===== src/rtl/aq_pkg.sv =====
package aq_pkg;
  typedef enum logic {
    BE_IDLE = 1'b0,
    BE_READ = 1'b1
  } be_state_e;
endpackage


===== src/rtl/aq_rst_sync.sv =====
module aq_rst_sync (
  input  logic clk,
  input  logic arst_n,
  output logic srst_n
);
  logic meta_q;
  always_ff @(posedge clk or negedge arst_n) begin
    if (!arst_n) begin
      meta_q <= 1'b0;
      srst_n <= 1'b0;
    end else begin
      meta_q <= 1'b1;
      srst_n <= meta_q;
    end
  end
endmodule


===== src/rtl/aq_fifo.sv =====
module aq_fifo #(
  parameter int W     = 8,
  parameter int DEPTH = 2
) (
  input  logic         clk,
  input  logic         rst_n,
  input  logic         push,
  input  logic         pop,
  input  logic [W-1:0] din,
  output logic         full,
  output logic         empty,
  output logic [W-1:0] dout
);
  generate
    if (DEPTH == 1) begin : g_hold
      logic         v_q, v_d;
      logic [W-1:0] r_q;
      always_comb v_d = (v_q & ~pop) | push;
      always_ff @(posedge clk or negedge rst_n) begin
        if (!rst_n) v_q <= 1'b0;
        else        v_q <= v_d;
      end
      always_ff @(posedge clk) begin
        if (push) r_q <= din;
      end
      assign full  = v_q;
      assign empty = ~v_q;
      assign dout  = r_q;
    end else begin : g_ring
      localparam int PW = $clog2(DEPTH);
      localparam int CW = $clog2(DEPTH + 1);
      logic [W-1:0]  slot_q [DEPTH];
      logic [PW-1:0] wp_q, wp_d, rp_q, rp_d;
      logic [CW-1:0] cnt_q, cnt_d;

      function automatic logic [PW-1:0] step(input logic [PW-1:0] p);
        return (p == PW'(DEPTH - 1)) ? '0 : p + 1'b1;
      endfunction

      always_comb begin
        wp_d  = push ? step(wp_q) : wp_q;
        rp_d  = pop  ? step(rp_q) : rp_q;
        cnt_d = cnt_q;
        if (push && !pop)      cnt_d = cnt_q + 1'b1;
        else if (pop && !push) cnt_d = cnt_q - 1'b1;
      end

      always_ff @(posedge clk or negedge rst_n) begin
        if (!rst_n) begin
          wp_q  <= '0;
          rp_q  <= '0;
          cnt_q <= '0;
        end else begin
          wp_q  <= wp_d;
          rp_q  <= rp_d;
          cnt_q <= cnt_d;
        end
      end

      always_ff @(posedge clk) begin
        if (push) slot_q[wp_q] <= din;
      end

      assign full  = (cnt_q == CW'(DEPTH));
      assign empty = (cnt_q == '0);
      assign dout  = slot_q[rp_q];
    end
  endgenerate
endmodule


===== src/rtl/aq_backend.sv =====
module aq_backend
  import aq_pkg::*;
#(
  parameter int AW     = 4,
  parameter int DW     = 16,
  parameter int RD_LAT = 2
) (
  input  logic          clk,
  input  logic          rst_n,
  input  logic          issue,
  input  logic          is_wr,
  input  logic [AW-1:0] addr,
  input  logic [DW-1:0] wdata,
  output logic          ready,
  output logic          busy,
  output logic          rdv,
  output logic [DW-1:0] rdata
);
  localparam int WORDS = 1 << AW;
  localparam int CW    = (RD_LAT > 1) ? $clog2(RD_LAT) : 1;

  be_state_e     st_q, st_d;
  logic [CW-1:0] cnt_q, cnt_d;
  logic [AW-1:0] ra_q, ra_d;
  logic          rdv_d;
  logic [DW-1:0] rdata_d;
  logic [DW-1:0] mem [WORDS];

  assign ready = (st_q == BE_IDLE) || (cnt_q == '0);
  assign busy  = (st_q == BE_READ);

  always_comb begin
    st_d    = st_q;
    cnt_d   = cnt_q;
    ra_d    = ra_q;
    rdv_d   = 1'b0;
    rdata_d = rdata;
    if (st_q == BE_READ) begin
      if (cnt_q == '0) begin
        rdv_d   = 1'b1;
        rdata_d = mem[ra_q];
        st_d    = BE_IDLE;
      end else begin
        cnt_d = cnt_q - 1'b1;
      end
    end
    if (issue && !is_wr) begin
      st_d  = BE_READ;
      cnt_d = CW'(RD_LAT - 1);
      ra_d  = addr;
    end
  end

  always_ff @(posedge clk or negedge rst_n) begin
    if (!rst_n) begin
      st_q  <= BE_IDLE;
      cnt_q <= '0;
      ra_q  <= '0;
      rdv   <= 1'b0;
      rdata <= '0;
    end else begin
      st_q  <= st_d;
      cnt_q <= cnt_d;
      ra_q  <= ra_d;
      rdv   <= rdv_d;
      rdata <= rdata_d;
    end
  end

  always_ff @(posedge clk or negedge rst_n) begin
    if (!rst_n) begin
      for (int i = 0; i < WORDS; i++) mem[i] <= '0;
    end else if (issue && is_wr) begin
      mem[addr] <= wdata;
    end
  end
endmodule


===== src/rtl/aq_slave_cmdq.sv =====
module aq_slave_cmdq #(
  parameter int AW     = 4,
  parameter int DW     = 16,
  parameter int DEPTH  = 4,
  parameter int RD_LAT = 2
) (
  input  logic          clk,
  input  logic          rst_n,
  input  logic [AW-1:0] address,
  input  logic [DW-1:0] writedata,
  input  logic          read,
  input  logic          write,
  output logic          waitrequest,
  output logic [DW-1:0] readdata,
  output logic          readdatavalid
);
  localparam int CMDW = 1 + AW + DW;

  logic            srst_n;
  logic            q_full, q_empty, pop, push, be_ready, be_busy;
  logic [CMDW-1:0] head;
  logic            h_wr;
  logic [AW-1:0]   h_addr;
  logic [DW-1:0]   h_data;

  aq_rst_sync u_rst (.clk(clk), .arst_n(rst_n), .srst_n(srst_n));

  assign pop         = !q_empty && be_ready;
  assign waitrequest = q_full && !pop;
  assign push        = (read || write) && !waitrequest;

  aq_fifo #(.W(CMDW), .DEPTH(DEPTH)) u_q (
    .clk(clk), .rst_n(srst_n), .push(push), .pop(pop),
    .din({write, address, writedata}),
    .full(q_full), .empty(q_empty), .dout(head)
  );

  assign {h_wr, h_addr, h_data} = head;

  aq_backend #(.AW(AW), .DW(DW), .RD_LAT(RD_LAT)) u_be (
    .clk(clk), .rst_n(srst_n), .issue(pop), .is_wr(h_wr),
    .addr(h_addr), .wdata(h_data), .ready(be_ready), .busy(be_busy),
    .rdv(readdatavalid), .rdata(readdata)
  );
endmodule


===== config.mk =====
export PLATFORM = sky130hd
export DESIGN_NAME = aq_slave_cmdq
export DESIGN_NICKNAME = d
export VERILOG_FILES = /design/src/rtl/aq_pkg.sv /design/src/rtl/aq_rst_sync.sv /design/src/rtl/aq_fifo.sv /design/src/rtl/aq_backend.sv /design/src/rtl/aq_slave_cmdq.sv
export SDC_FILE = /design/constraint.sdc
export NUM_CORES = 1
export LEC_CHECK = 0
export ABC_AREA = 0
export BUFFER_PORTS_ARGS = -buffer_cell sky130_fd_sc_hd__buf_2
export CAP_MARGIN = 20
export CORE_MARGIN = 8
export CORE_UTILIZATION = 60
export DETAILED_ROUTE_END_ITERATION = 10
export GPL_TIMING_DRIVEN = 0
export PLACE_DENSITY = 0.77
export SETUP_SLACK_MARGIN = 0.4
export SLEW_MARGIN = 10
export SYNTH_ARGS = -nofsm -noshare
export SYNTH_HDL_FRONTEND = slang
export SYNTH_SLANG_ARGS = --single-unit

===== constraint.sdc =====
create_clock -name clk -period 11.45 [get_ports clk]
set_input_delay 2.29 -clock clk [delete_from_list [all_inputs] [get_ports clk]]
set_output_delay 2.29 -clock clk [all_outputs]
set_load 0.005 [all_outputs]

**After elaboration in Yosys (flattened, before gate mapping)**

Memories as Yosys holds them, arrays and structs flattened.
Index checks and enable logic that the tools add are counted.

- Bits in registers: 288
- Output and inout bits: 18
- RAM bits: 84
- Memories: 1
- Input bits: 24
- Logic and storage cells: 81

Memories:

| name | words | bits a word | rd ports | clocked after memory_dff | wr ports | line | RTL |
|---|---|---|---|---|---|---|---|
| u_q.g_ring.slot_q | 4 | 21 | 1 | 0 | 1 | aq_fifo.sv:32 | `logic [W-1:0] slot_q [DEPTH];` |

- Bitwise logic cells: 4
- Equal/unequal tests: 3
- Add/sub/neg operators: 5
- Muxes and demuxes: 20
- Reductions and logical operators: 19
- Magnitude comparators: 3

Operators with widths:

| kind | number |
|---|---|
| 256-bit bitwise mux | 1 |
| 16-bit binary-select mux with 4-bit select | 1 |
| 16-bit demux with 4-bit select | 1 |
| 16-bit two-way mux | 3 |
| 5-bit >= comparator (second input constant) | 2 |
| 1-bit two-way mux | 10 |
| 4-bit inverter with 5-bit output | 2 |
| 1-bit logical AND | 8 |
| 3-bit two-way mux | 2 |
| 1-bit zero test | 5 |
| 5-bit by 1-bit < comparator with 1-bit output (second input constant) | 1 |
| 2-bit by 1-bit adder with 2-bit output (second input constant) | 2 |
| 2-bit equality test (second input constant) | 2 |
| 2-bit two-way mux | 2 |
| 2-bit nonzero test | 2 |
| 3-bit by 1-bit adder with 3-bit output (second input constant) | 1 |
| 3-bit equality test (second input constant) | 1 |
| 3-bit zero test | 1 |
| 3-bit by 1-bit subtractor with 3-bit output (second input constant) | 1 |
| 1-bit logical OR | 2 |
| 1-bit inverter | 2 |
| 2-bit AND reduction | 1 |
| 1-bit subtractor (second input constant) | 1 |

**Logic depth before layout (Yosys ltp)**

Gate-level depths: netlist of the first run.

- Word-level depth: 11
- Mapped depth: 9

**Hierarchy**

From an unflattened synthesis of the first run, not the netlist that was laid out.

- Cells, all modules: 1079
- Area, all modules: 16143.0 um^2

Modules (own cells, without submodules):

| module | instances | seq. area each (um^2) | area an instance (um^2) | cells an instance |
|---|---|---|---|---|
| aq_backend | 1 | 6981.7 | 12570.8 | 924 |
| aq_fifo | 1 | 2697.6 | 3479.6 | 147 |
| aq_rst_sync | 1 | 50.0 | 53.8 | 3 |
| aq_slave_cmdq | 1 | 0.0 | 38.8 | 5 |

**Worst setup path before layout of the first run**

No wires, ideal clock.

- Path type: input port to flip-flop
- Start point: input port write
- End point: register u_q.g_ring.cnt_q[2]
- Setup time: 0.079 ns
- Buffers on the path: 0
- Required time: 11.371 ns
- Arrival: 3.668 ns
- Stages: 8
- Path slack: 7.703 ns
- Cell sequence: nor2_1 nor2_1 ha_1 inv_1 fa_1 xor2_1 nor2_1 xor2_1

- Word-level cells in the longest chain between the ends: 5
- Elaborated cells between the ends (all ways): 7
- Classes of those cells: mux: 1; reduce/logical: 6

RTL lines:

| what | line | RTL |
|---|---|---|
| start, declared | aq_slave_cmdq.sv:12 | `input logic write,` |
| 1-bit logical OR * | aq_slave_cmdq.sv:30 | `assign push = (read \|\| write) && !waitrequest;` |
| 1-bit logical AND * | aq_slave_cmdq.sv:30 |  |
| via push | aq_slave_cmdq.sv:20 | `logic q_full, q_empty, pop, push, be_ready, be_busy;` |
| 1-bit zero test | aq_fifo.sv:45 | `else if (pop && !push) cnt_d = cnt_q - 1'b1;` |
| 1-bit logical AND | aq_fifo.sv:45 |  |
| 2-bit nonzero test (no line) | -- |  |
| end signal, assigned | aq_fifo.sv:56 | `cnt_q <= cnt_d;` |
| end, declared | aq_fifo.sv:34 | `logic [CW-1:0] cnt_q, cnt_d;` |

The timed path passes the listed nets; every way through them passes the cells marked *.
A chain may end at the register's enable or synchronous reset.

**Final worst setup path of the first run**

- Start point: register u_be.st_q, in the netlist u_be.busy
- End point: output port waitrequest

- Word-level cells in the longest chain between the ends: 5

RTL lines:

| what | line | RTL |
|---|---|---|
| start, declared | aq_backend.sv:22 | `be_state_e st_q, st_d;` |
| start signal, assigned | aq_backend.sv:62 | `st_q <= st_d;` |
| 1-bit inverter | aq_backend.sv:29 | `assign ready = (st_q == BE_IDLE) \|\| (cnt_q == '0);` |
| 1-bit logical OR | aq_backend.sv:29 |  |
| 1-bit logical AND | aq_slave_cmdq.sv:28 | `assign pop = !q_empty && be_ready;` |
| 1-bit zero test | aq_slave_cmdq.sv:29 | `assign waitrequest = q_full && !pop;` |
| 1-bit logical AND | aq_slave_cmdq.sv:29 |  |
| end, declared | aq_slave_cmdq.sv:13 | `output logic waitrequest,` |

Every way passes these cells.

==> results of run 1 <==
## per-layer routing
layer / routed length [um] / vias up / track usage, % / part of all wire, %
li1: - / 3681 / - / -
met1: 14100 / 4401 / 27.7 / 45
met2: 15200 / 167 / 32.3 / 49
met3: 1290 / 55 / 3.65 / 4.1
met4: 549 / 2 / 5.27 / 1.8
met5: 12 / - / 0 / 0.039
## synthesized netlist by cell type, types with 2 or more instances
master,n,share of area (%)
nor2_1,7,0.16
mux2_1,3,0.21
nor3_2,6,0.37
nor3_1,17,0.53
mux2i_1,16,0.99
buf_2,20,0.62
edfxtp_1,84,16
buf_6,3,0.21
nand2b_4,2,0.17
ha_1,6,0.47
nand2b_1,2,0.078
mux2_4,10,0.93
buf_12,2,0.25
and2_1,5,0.19
mux4_2,77,11
clkbuf_1,30,0.70
or4_1,2,0.093
mux4_1,8,1.3
mux2_2,267,19
xor2_1,2,0.11
a221o_1,16,0.99
buf_4,2,0.093
nor3_4,3,0.30
buf_1,8,0.19
nand2_1,4,0.093
dfrtp_1,288,45
inv_1,5,0.12
## through the flow
stage               area [um^2]  setup slack, ns  TNS, ns  util, %  total power (W)
finish                    18200             7.52        0     68.2          0.00554
global route              18200             7.40        0     68.2          0.00585
detailed placement        16900             7.28        0     63.3          0.00432
floorplan                 16100             2.83        0        -          0.00374
global placement          16700           -0.299   -79.96     62.8          0.00424
CTS                       18100             7.48        0     68.0          0.00556
## worst max path at each step
stage                                       from                            endpoint  slack [ns]  cells after the start
after detailed placement                   write  u_q.g_ring.slot_q[2][10]$_DFFE_PP_        7.28                      4
after CTS                    u_be.busy$_DFF_PN0_                         waitrequest        7.48                      3
after global placement    u_rst.srst_n$_DFF_PN0_           u_be.rdata[1]$_DFFE_PN0P_       -0.30                      0
after floorplan           u_rst.srst_n$_DFF_PN0_                 u_be.busy$_DFF_PN0_        2.83                      0
final                        u_be.busy$_DFF_PN0_                         waitrequest        7.52                      3
after global routing         u_be.busy$_DFF_PN0_                         waitrequest        7.40                      3
## cell type report
type / count / area (um^2) / area share, %
inverters: 5 / 18.8 / 0.103
flip-flops and latches: 372 / 9730 / 53.6
multi-input cells: 468 / 6020 / 33.2
clock buffers: 54 / 1120 / 6.19
clock inverters: 16 / 120 / 0.661
plain buffers: 65 / 332 / 1.83
repair buffers: 50 / 385 / 2.12
well taps: 341 / 427 / 2.35
## state kept, by name, summed over array words and instances, names as in the netlist, 2 cells and up
signal,count
u_q.g_ring.wp_q,2
u_q.g_ring.slot_q,84
u_be.ra_q,4
u_q.g_ring.rp_q,2
u_q.g_ring.cnt_q,3
u_be.rdata,16
u_be.mem,256
## report_power, final
| part | internal, W | switching, W | leakage (nW) |
|---|---|---|---|
| Combinational | 0.00110 | 0.00105 | 2.70 |
| Sequential | 0.00191 | 0.000260 | 4.40 |
| Clock | 0.000712 | 0.000503 | 0.619 |
| Total | 0.00373 | 0.00181 | 7.72 |
## logic make-up (layout without fill, tap and decap cells)
kind of cell,Yosys count,after routing,share of synthesized area (%)
DFF,372,372,60.4
muxes,381,381,32.9
AOI/OAI and AO/OA,22,22,1.27
xor gates and xnor gates,3,3,0.163
and+or+nand+nor,54,54,2.46
other,1,1,0.0233
adders and majority gates,7,7,0.591
buffers and inverters,70,190,2.18
==> out/metrics.cfg, run 1 <==
[die]
pin_count=42
start_util_pct=60.4
row_count=60
coreArea_um2=26700
die_area_um2=32300
die_h_um=180
die_x_um=180

[clock_tree]
postCtsHoldBufs=0
clk_pin_slew_worst_paths_ns=0.06
cts_max_path_buffers=3
post_cts_buffers=0
h-tree-depth=2
cts_root_buf=clkbuf_16
cts_sinks=372
clock_latency_ns=0.53
tritoncts=built
cts_resized=0
numCtsBuffers=39

[setup_path]
cp_num_buf_inv=1
cp.arrival_ns=1.64
critPathTopFamily=simple AND/OR/NAND/NOR gates
cp-end-kind=output port
crit_type=flop to output port
critPathSlowestCell=nor4b_1
r2r_start=u_q.g_ring.rp_q[0]$_DFFE_PN0P_
path_max_fanout=5
max_stage_delay_ns=0.44
reg2reg_depth=7
worstPathRequired_ns=9.16
crit_chain=nand2_1 > nor4b_1 > buf_2
rrSetupSlack_ns=8.35
reg2reg_to=u_be.mem[166]$_DFFE_PN0P_
cp-start-kind=flop

[logic_synthesis]
async_reset_ff_share_pct=77.4
syn_area_um2=16100
synth_seq_cells=372
yosysWarnings=0
syn_area_per_cell_um2=17.7
yosysSeqAreaShare_pct=60.4
syn_nets=941
synth_ff_type=dfrtp_1
netlist_instances=910
synth_cell_types=42
synth_edf_count=84

[timing]
setup_viol=0
maxSlewHeadroom_pct=28.9
hold_viol_final=0
fin_crit_ns=3.93
fin_crit_sh_pct=34.4
worst_pin_slew_ns=1.07
hold_ws_ns=0.306
fmax_ghz=0.254
clock_skew_ns=0.0196
rsz0062_at_grt=no
slew_violations=0

[placement]
place_congestion=0.748
dp_hpwl_mm=21.7
portBuffers=41
dp_cells=1297

[run]
maxCapViolCount=0

[detailed_routing]
drtPass1Iterations=4
wl_mm=31.1
wl_per_cell_um=22.7
drc=0
dr.first_iter.drc_count=451
vias=8306
via_per_inst=6.06
ant_nets=0

[layout]
area_growth_pct=12.8
layoutNonFillerInstCount=1371
drive_gt1_share_pct=49.1
num_antenna_cells=0
final_common_cell=dfrtp_1
fill_cells=1709
fin_nets=1032
mostFrequentLayoutCells=dfrtp_1, mux2_2, edfxtp_1

[global_route]
grt_util_all_layers_pct=19.9
grt_pass1_vias=9094
grt_max_degree=62
antenna_found_initial=1
gr-total-overflow=0
grt_pass1_wl_mm=51.9

[run_status]
status=complete, no violations

[pwr]
p_leak_nw=7.72
ir_drop_v=0.000189
powerDensity_nw_per_um2=305

[hold_path]
hold_path_class=flop to async pin

Note: power is estimated with default switching activity, not from simulation.
==> inputs of run 2 (changes only) <==
--- a/config.mk
+++ b/config.mk
@@ -5,11 +5,11 @@
 export SDC_FILE = /design/constraint.sdc
 export NUM_CORES = 1
 export LEC_CHECK = 0
-export ABC_AREA = 0
+export ABC_AREA = 1
 export BUFFER_PORTS_ARGS = -buffer_cell sky130_fd_sc_hd__buf_2
 export CAP_MARGIN = 20
 export CORE_MARGIN = 8
-export CORE_UTILIZATION = 60
+export CORE_UTILIZATION = 57
 export DETAILED_ROUTE_END_ITERATION = 10
 export GPL_TIMING_DRIVEN = 0
 export PLACE_DENSITY = 0.77
==> constraint.sdc (replaced) <==
create_clock -name clk -period 3.18 [get_ports clk]
set_input_delay 0.636 -clock clk [delete_from_list [all_inputs] [get_ports clk]]
set_output_delay 0.636 -clock clk [all_outputs]
set_load 0.005 [all_outputs]
==> run 2 against run 1 <==
Effect of this change:
- non-clock buffer count grew 77
- largest power group is now combinational cells
- combinational power grew to 5.4 times the previous value
- sequential share of layout area shrank 4.5 points
- synthesized cell count grew 130%
- highest routed layer is now met4
- final cell count grew 89%
- first-iteration DRC count grew to 4.1 times the previous value
==> out/metrics.cfg, run 2 <==
[global_route]
grt_pass1_wl_mm=83.2
grt_util_all_layers_pct=29.7
antenna_found_initial=0
grt_pass1_vias=14680
grt_max_degree=57
gr-total-overflow=0

[logic_synthesis]
synth_ff_type=dfrtp_1
syn_area_um2=17500
yosysSeqAreaShare_pct=55.5
yosysTopAreaCellShare_pct=41.1
syn_area_per_cell_um2=8.47
yosys-top-cells-count=nand2_1, nand3_1, dfrtp_1, edfxtp_1, o21ai_1
synth_edf_count=84
yosysWarnings=0
async_reset_ff_share_pct=77.4
synth_seq_cells=372
netlist_instances=2068
synth_area_leaders=dfrtp_1, nand2_1, edfxtp_1, nand3_1, o21ai_1
synth_area_leader_cell=dfrtp_1
yosysMostFrequentCell=nand2_1
synth_cell_types=29
syn_nets=2099

[pwr]
seq_power_share_pct=32.1
powerDensity_nw_per_um2=1240
p_switching_w=0.0115
internal-power_w=0.0130
p_leak_nw=9.98
p_comb_share_pct=47.6
swShare_pct=46.9
ir_drop_v=0.000700
p_clk_share_pct=20.3
power_w=0.0245

[timing]
hold_ws_ns=0.307
fmax_ghz=0.386
setup_viol=0
fin_crit_ns=2.59
maxSlewHeadroom_pct=39.8
hold_viol_final=0
rsz0062_at_grt=no
fin_setup_tns_ns=0
worst_pin_slew_ns=0.903
clock_skew_ns=0.0157
slew_violations=0
fin_crit_sh_pct=81.5

[setup_path]
path_max_fanout=10
cp.arrival_ns=3.06
cp-end-kind=flop
crit_top_cell=nand2_1
crit_type=flop to flop
crit_chain=inv_1 > clkbuf_1 > clkbuf_1 > nand2_1 > nand3_1 > nand3_1 > nand2_1 > nand2_1 > nand2_1 > nand2_1 > nand2_1
worstPathRequired_ns=3.65
cp-start-kind=flop
critPathSlowestCell=clkbuf_1
max_stage_delay_ns=0.72

[detailed_routing]
via_per_inst=5.91
wl_mm=53.8
ant_nets=0
drc=0
drtPass1Iterations=5
vias=15289
wl_per_cell_um=20.8
dr.first_iter.drc_count=1835

[clock_tree]
clk_pin_slew_worst_paths_ns=0.06
clock_latency_ns=0.54
cts_sinks=372
cts_max_path_buffers=3
h-tree-depth=2
cts_root_buf=clkbuf_16
numCtsBuffers=40
tritoncts=built

[die]
die_h_um=191
row_count=64
die_area_um2=36600
start_util_pct=57.6
coreArea_um2=30400
die_x_um=191
pin_count=42

[placement]
dp_cells=2514
place_congestion=0.971
dp_hpwl_mm=38.5
place_area_um2=18400
portBuffers=41

[layout]
fill_cells=2493
mostFrequentLayoutCells=nand2_1, nand3_1, dfrtp_1
num_antenna_cells=0
top_regs=u_be.mem x256, u_q.g_ring.slot_q x84, u_be.rdata x16
design_area_um2=19800
drive_gt1_share_pct=11.6
area_growth_pct=13.2
final_common_cell=nand2_1
layoutNonFillerInstCount=2589
largest_reg_flops=256
fin_nets=2192
top_register=u_be.mem

[run_status]
status=complete, no violations

[hold_path]
hold_path_class=primary input to flop

[run]
maxCapViolCount=0

[run 2: cell count changes after synthesis, sizes merged, moves of 26 or more]
| cell | change |
|---|---|
| nor3 | -26 |
| nand3 | +383 |
| inv | +45 |
| mux4 | -85 |
| nand2 | +909 |
| buf | +62 |
| nor2 | +51 |
| mux2 | -279 |
| o21ai | +121 |
[run 2: kinds of logic (layout without fill, tap and decap cells)]
family                     after synthesis  count (layout)  share of synthesized area, %
buffers and inverters                  192             317                          5.65
and+or+nand+nor                       1355            1355                          34.1
AOI/OAI and AO/OA                      138             138                          3.94
xor gates and xnor gates                 2               2                         0.100
DFF                                    372             372                          55.5
adders and majority gates                7               7                         0.543
other                                    1               1                        0.0214
muxes                                    1               1                        0.0643
[run 2: through the flow]
stage | setup WS (ns) | utilization (%)
after detailed placement | 0.555 | 60.5
after global routing | 0.523 | 65.1
after floorplan | 0.308 | -
after global placement | -0.704 | 59.9
final | 0.588 | 65.1
after CTS | 0.515 | 65.1
[run 2: path summary, 6_finish.rpt]
kind | to | cells after the start | slack [ns] | startpoint
worst min-delay path | u_q.g_ring.slot_q[0][14]$_DFFE_PP_ | 1 | 0.31 | writedata[14]
worst min register to register | u_rst.srst_n$_DFF_PN0_ | 0 | 0.35 | u_rst.meta_q$_DFF_PN0_
worst max register to register | u_be.rdata[12]$_DFFE_PN0P_ | 11 | 0.59 | u_be.ra_q[0]$_DFFE_PN0P_
worst max-delay path | u_be.rdata[12]$_DFFE_PN0P_ | 11 | 0.59 | u_be.ra_q[0]$_DFFE_PN0P_
min in group asynchronous | u_be.rdata[2]$_DFFE_PN0P_ | 0 | 0.37 | u_rst.srst_n$_DFF_PN0_
max in group asynchronous | u_be.mem[22]$_DFFE_PN0P_ | 3 | 1.47 | u_rst.srst_n$_DFF_PN0_
[run 2: power groups by stage]
stage               sequential (W)  clock (W)  combinational (W)
floorplan                  0.00768          0            0.00742
global placement           0.00790          0             0.0109
detailed placement         0.00787          0             0.0113
CTS                        0.00783    0.00500             0.0114
global route               0.00804    0.00519             0.0125
finish                     0.00788    0.00497             0.0117
[run 2: area by class of cell]
| type | instances | area, um^2 | share of cell area, % |
|---|---|---|---|
| sequential | 372 | 9730 | 49.1 |
| inverter | 51 | 196 | 0.991 |
| buffer | 141 | 793 | 4.00 |
| clock buffer | 53 | 1110 | 5.61 |
| timing repair buffer | 51 | 398 | 2.01 |
| clock inverter | 21 | 284 | 1.43 |
| multi-input combinational | 1504 | 6810 | 34.4 |
| tap | 396 | 495 | 2.50 |
[run 2: worst max-delay path, delay by kind of cell (launching register included)]
| family | cells | cell delay (ns) |
|---|---|---|
| DFF | 1 | 0.46 |
| and+or+nand+nor | 8 | 0.87 |
| buffers and inverters | 3 | 1.18 |
[run 2: repair_timing]
action	4_1_cts	5_1_grt
hold endpoints to repair	2	0
buffers inserted	0	0
endpoints found under the setup margin	0	2
gates resized for setup	0	1
hold buffers	1	0
[run 2: routing by layer]
layer / vias to the layer above / track usage (%) / share of wire (%)
met5: - / 0 / 0
met4: 0 / 16.6 / 6.2
met3: 212 / 4.93 / 9.1
met2: 864 / 46.2 / 45
met1: 7318 / 39.2 / 39
li1: 6895 / - / -
==> inputs of run 3 (changes only) <==
--- a/config.mk
+++ b/config.mk
@@ -5,11 +5,11 @@
 export SDC_FILE = /design/constraint.sdc
 export NUM_CORES = 1
 export LEC_CHECK = 0
-export ABC_AREA = 1
+export ABC_AREA = 0
 export BUFFER_PORTS_ARGS = -buffer_cell sky130_fd_sc_hd__buf_2
 export CAP_MARGIN = 20
 export CORE_MARGIN = 8
-export CORE_UTILIZATION = 57
+export CORE_UTILIZATION = 60
 export DETAILED_ROUTE_END_ITERATION = 10
 export GPL_TIMING_DRIVEN = 0
 export PLACE_DENSITY = 0.77
==> constraint.sdc (replaced) <==
create_clock -name clk -period 2.6 [get_ports clk]
set_input_delay 0.52 -clock clk [delete_from_list [all_inputs] [get_ports clk]]
set_output_delay 0.52 -clock clk [all_outputs]
set_load 0.005 [all_outputs]
==> run 3 against run 2 <==
Effect of this change:
- die area shrank 12%
- worst hold slack lost 0.11 ns
- fmax grew 2.5%
- sequential share of layout area shrank 1.5 points
- critical path depth shrank 3
- register-to-register slack lost 0.52 ns
- non-clock buffer count grew 29
- global-route usage shrank 6.1 points
- highest routed layer unchanged
==> out/metrics.cfg, run 3 (same netlist as run 1, synthesis figures left out) <==
[clock_tree]
numCtsBuffers=39
cts_root_buf=clkbuf_16
clk_pin_slew_worst_paths_ns=0.07
tritoncts=built
cts_sinks=372
cts_max_path_buffers=3
clock_latency_ns=0.54
h-tree-depth=2

[timing]
clock_skew_ns=0.0355
fmax_ghz=0.395
fin_crit_sh_pct=97.3
rsz0062_at_grt=yes
hold_ws_ns=0.198
fin_setup_tns_ns=0
hold_viol_final=0
setup_viol=0
slew_violations=0
fin_crit_ns=2.53
worst_pin_slew_ns=0.734
maxSlewHeadroom_pct=51.1

[placement]
place_congestion=0.775
place_area_um2=17300
portBuffers=41
dp_hpwl_mm=21.8
dp_cells=1297

[layout]
layoutNonFillerInstCount=1476
final_common_cell=dfrtp_1
area_growth_pct=27.1
mostFrequentLayoutCells=dfrtp_1, mux2_4, mux2_2
num_antenna_cells=0
top_register=u_be.mem
drive_gt1_share_pct=57.8
fin_nets=1138
design_area_um2=20500
largest_reg_flops=256
fill_cells=1394
top_regs=u_be.mem x256, u_q.g_ring.slot_q x84, u_be.rdata x16

[detailed_routing]
dr.first_iter.drc_count=825
vias=9198
wl_mm=40.6
via_per_inst=6.23
wl_per_cell_um=27.5
ant_nets=0
drc=0
drtPass1Iterations=5

[run_status]
status=complete, no violations

[setup_path]
max_stage_delay_ns=0.55
crit_type=flop to flop
cp-start-kind=flop
rrSetupSlack_ns=0.07
cp.arrival_ns=2.93
r2r_start=u_q.g_ring.rp_q[0]$_DFFE_PN0P_
worstPathRequired_ns=3.00
critPathSlowestCell=or4_4
critPathTopFamily=multiplexers
cp-end-kind=flop
reg2reg_depth=8
reg2reg_to=u_be.mem[190]$_DFFE_PN0P_
crit_chain=buf_6 > buf_4 > mux4_2 > o311ai_4 > or4_4 > buf_12 > buf_8 > mux2_1
cp_num_buf_inv=4
path_max_fanout=7

[die]
die_h_um=180
pin_count=42
die_area_um2=32300
coreArea_um2=26700
start_util_pct=60.4
row_count=60
die_x_um=180

[global_route]
grt_pass1_wl_mm=59.2
grt_pass1_vias=9715
antenna_found_initial=0
grt_max_degree=65
gr-total-overflow=0
grt_util_all_layers_pct=23.6

[hold_path]
hold_path_class=flop to async pin

[run]
maxCapViolCount=0

[pwr]
ir_drop_v=0.000858
powerDensity_nw_per_um2=1380
power_w=0.0283
p_leak_nw=8.95

==> run 3: changes by cell type in the layout (fill, tap and decap cells not counted), moves of 22 or more <==
cell / before / now
nor2_1: 40 / 4
nand2_1: 884 / 1
buf_8: 4 / 26
mux2_2: 1 / 102
clkbuf_1: 52 / 24
mux2_4: 0 / 177
mux4_2: 0 / 85
buf_6: 15 / 43
inv_1: 47 / 5
o21ai_1: 81 / 0
buf_2: 81 / 43
o21ai_0: 40 / 1
nand3_1: 375 / 0
==> run 3: area by class of cell <==
class	count	area (um^2)	share of cell area, %
tap	341	427	2.09
clock buffer	54	1070	5.25
inverter	5	18.8	0.0917
buffer	65	617	3.01
clock inverter	15	113	0.550
sequential	372	9730	47.6
multi-input combinational	468	6810	33.3
timing repair buffer	156	1670	8.14
==> run 3: worst register-to-register path: stages (launching register included) <==
cell	delay, ns
dfrtp_1	0.39
buf_6	0.15
buf_4	0.14
mux4_2	0.40
o311ai_4	0.18
or4_4	0.55
buf_12	0.17
buf_8	0.14
mux2_1	0.30
==> run 3: repair_timing <==
action	4_1_cts	5_1_grt
setup buffers	78	16
hold endpoints to repair	2	0
cloned	10	5
hold buffers	1	0
pin swaps	15	9
resized for setup	209	63
setup endpoints to repair	359	277
==> run 3: metrics by stage <==
stage | util (%) | setup WS [ns]
finish | 76.8 | 0.0708
CTS | 74.9 | 0.0991
floorplan | - | -0.272
global placement | 64.5 | -1.33
global route | 76.8 | 0.0216
detailed placement | 65.0 | -0.163
==> run 3: worst max path at each step <==
| stage | start | endpoint | slack (ns) | cells after the start |
|---|---|---|---|---|
| 2_1_floorplan | u_rst.srst_n$_DFF_PN0_ | u_be.busy$_DFF_PN0_ | -0.27 | 0 |
| 3_3_place_gp | u_rst.srst_n$_DFF_PN0_ | u_be.mem[168]$_DFFE_PN0P_ | -1.33 | 0 |
| 3_5_place_dp | u_q.g_ring.rp_q[1]$_DFFE_PN0P_ | u_be.mem[197]$_DFFE_PN0P_ | -0.16 | 6 |
| 4_1_cts | u_q.g_ring.rp_q[0]$_DFFE_PN0P_ | u_be.mem[229]$_DFFE_PN0P_ | 0.1 | 7 |
| 5_1_grt | u_q.g_ring.rp_q[0]$_DFFE_PN0P_ | u_be.mem[190]$_DFFE_PN0P_ | 0.02 | 8 |
| 6_report | u_q.g_ring.rp_q[0]$_DFFE_PN0P_ | u_be.mem[190]$_DFFE_PN0P_ | 0.07 | 8 |
==> run 3: report_power, final <==
group	switching, W	total, W	internal [W]	leakage, nW
sequential	0.00138	0.00981	0.00843	4.40
combinational	0.00603	0.0132	0.00719	3.98
clock	0.00228	0.00527	0.00299	0.572
==> run 3: per-layer routing <==
layer / vias to the layer above / global-route usage (%) / part of all wire, %
met4: 0 / 7.30 / 3.1
met5: - / 0 / 0
met2: 285 / 38.9 / 50
met1: 4948 / 31.8 / 42
met3: 88 / 4.03 / 4.8
li1: 3877 / - / -
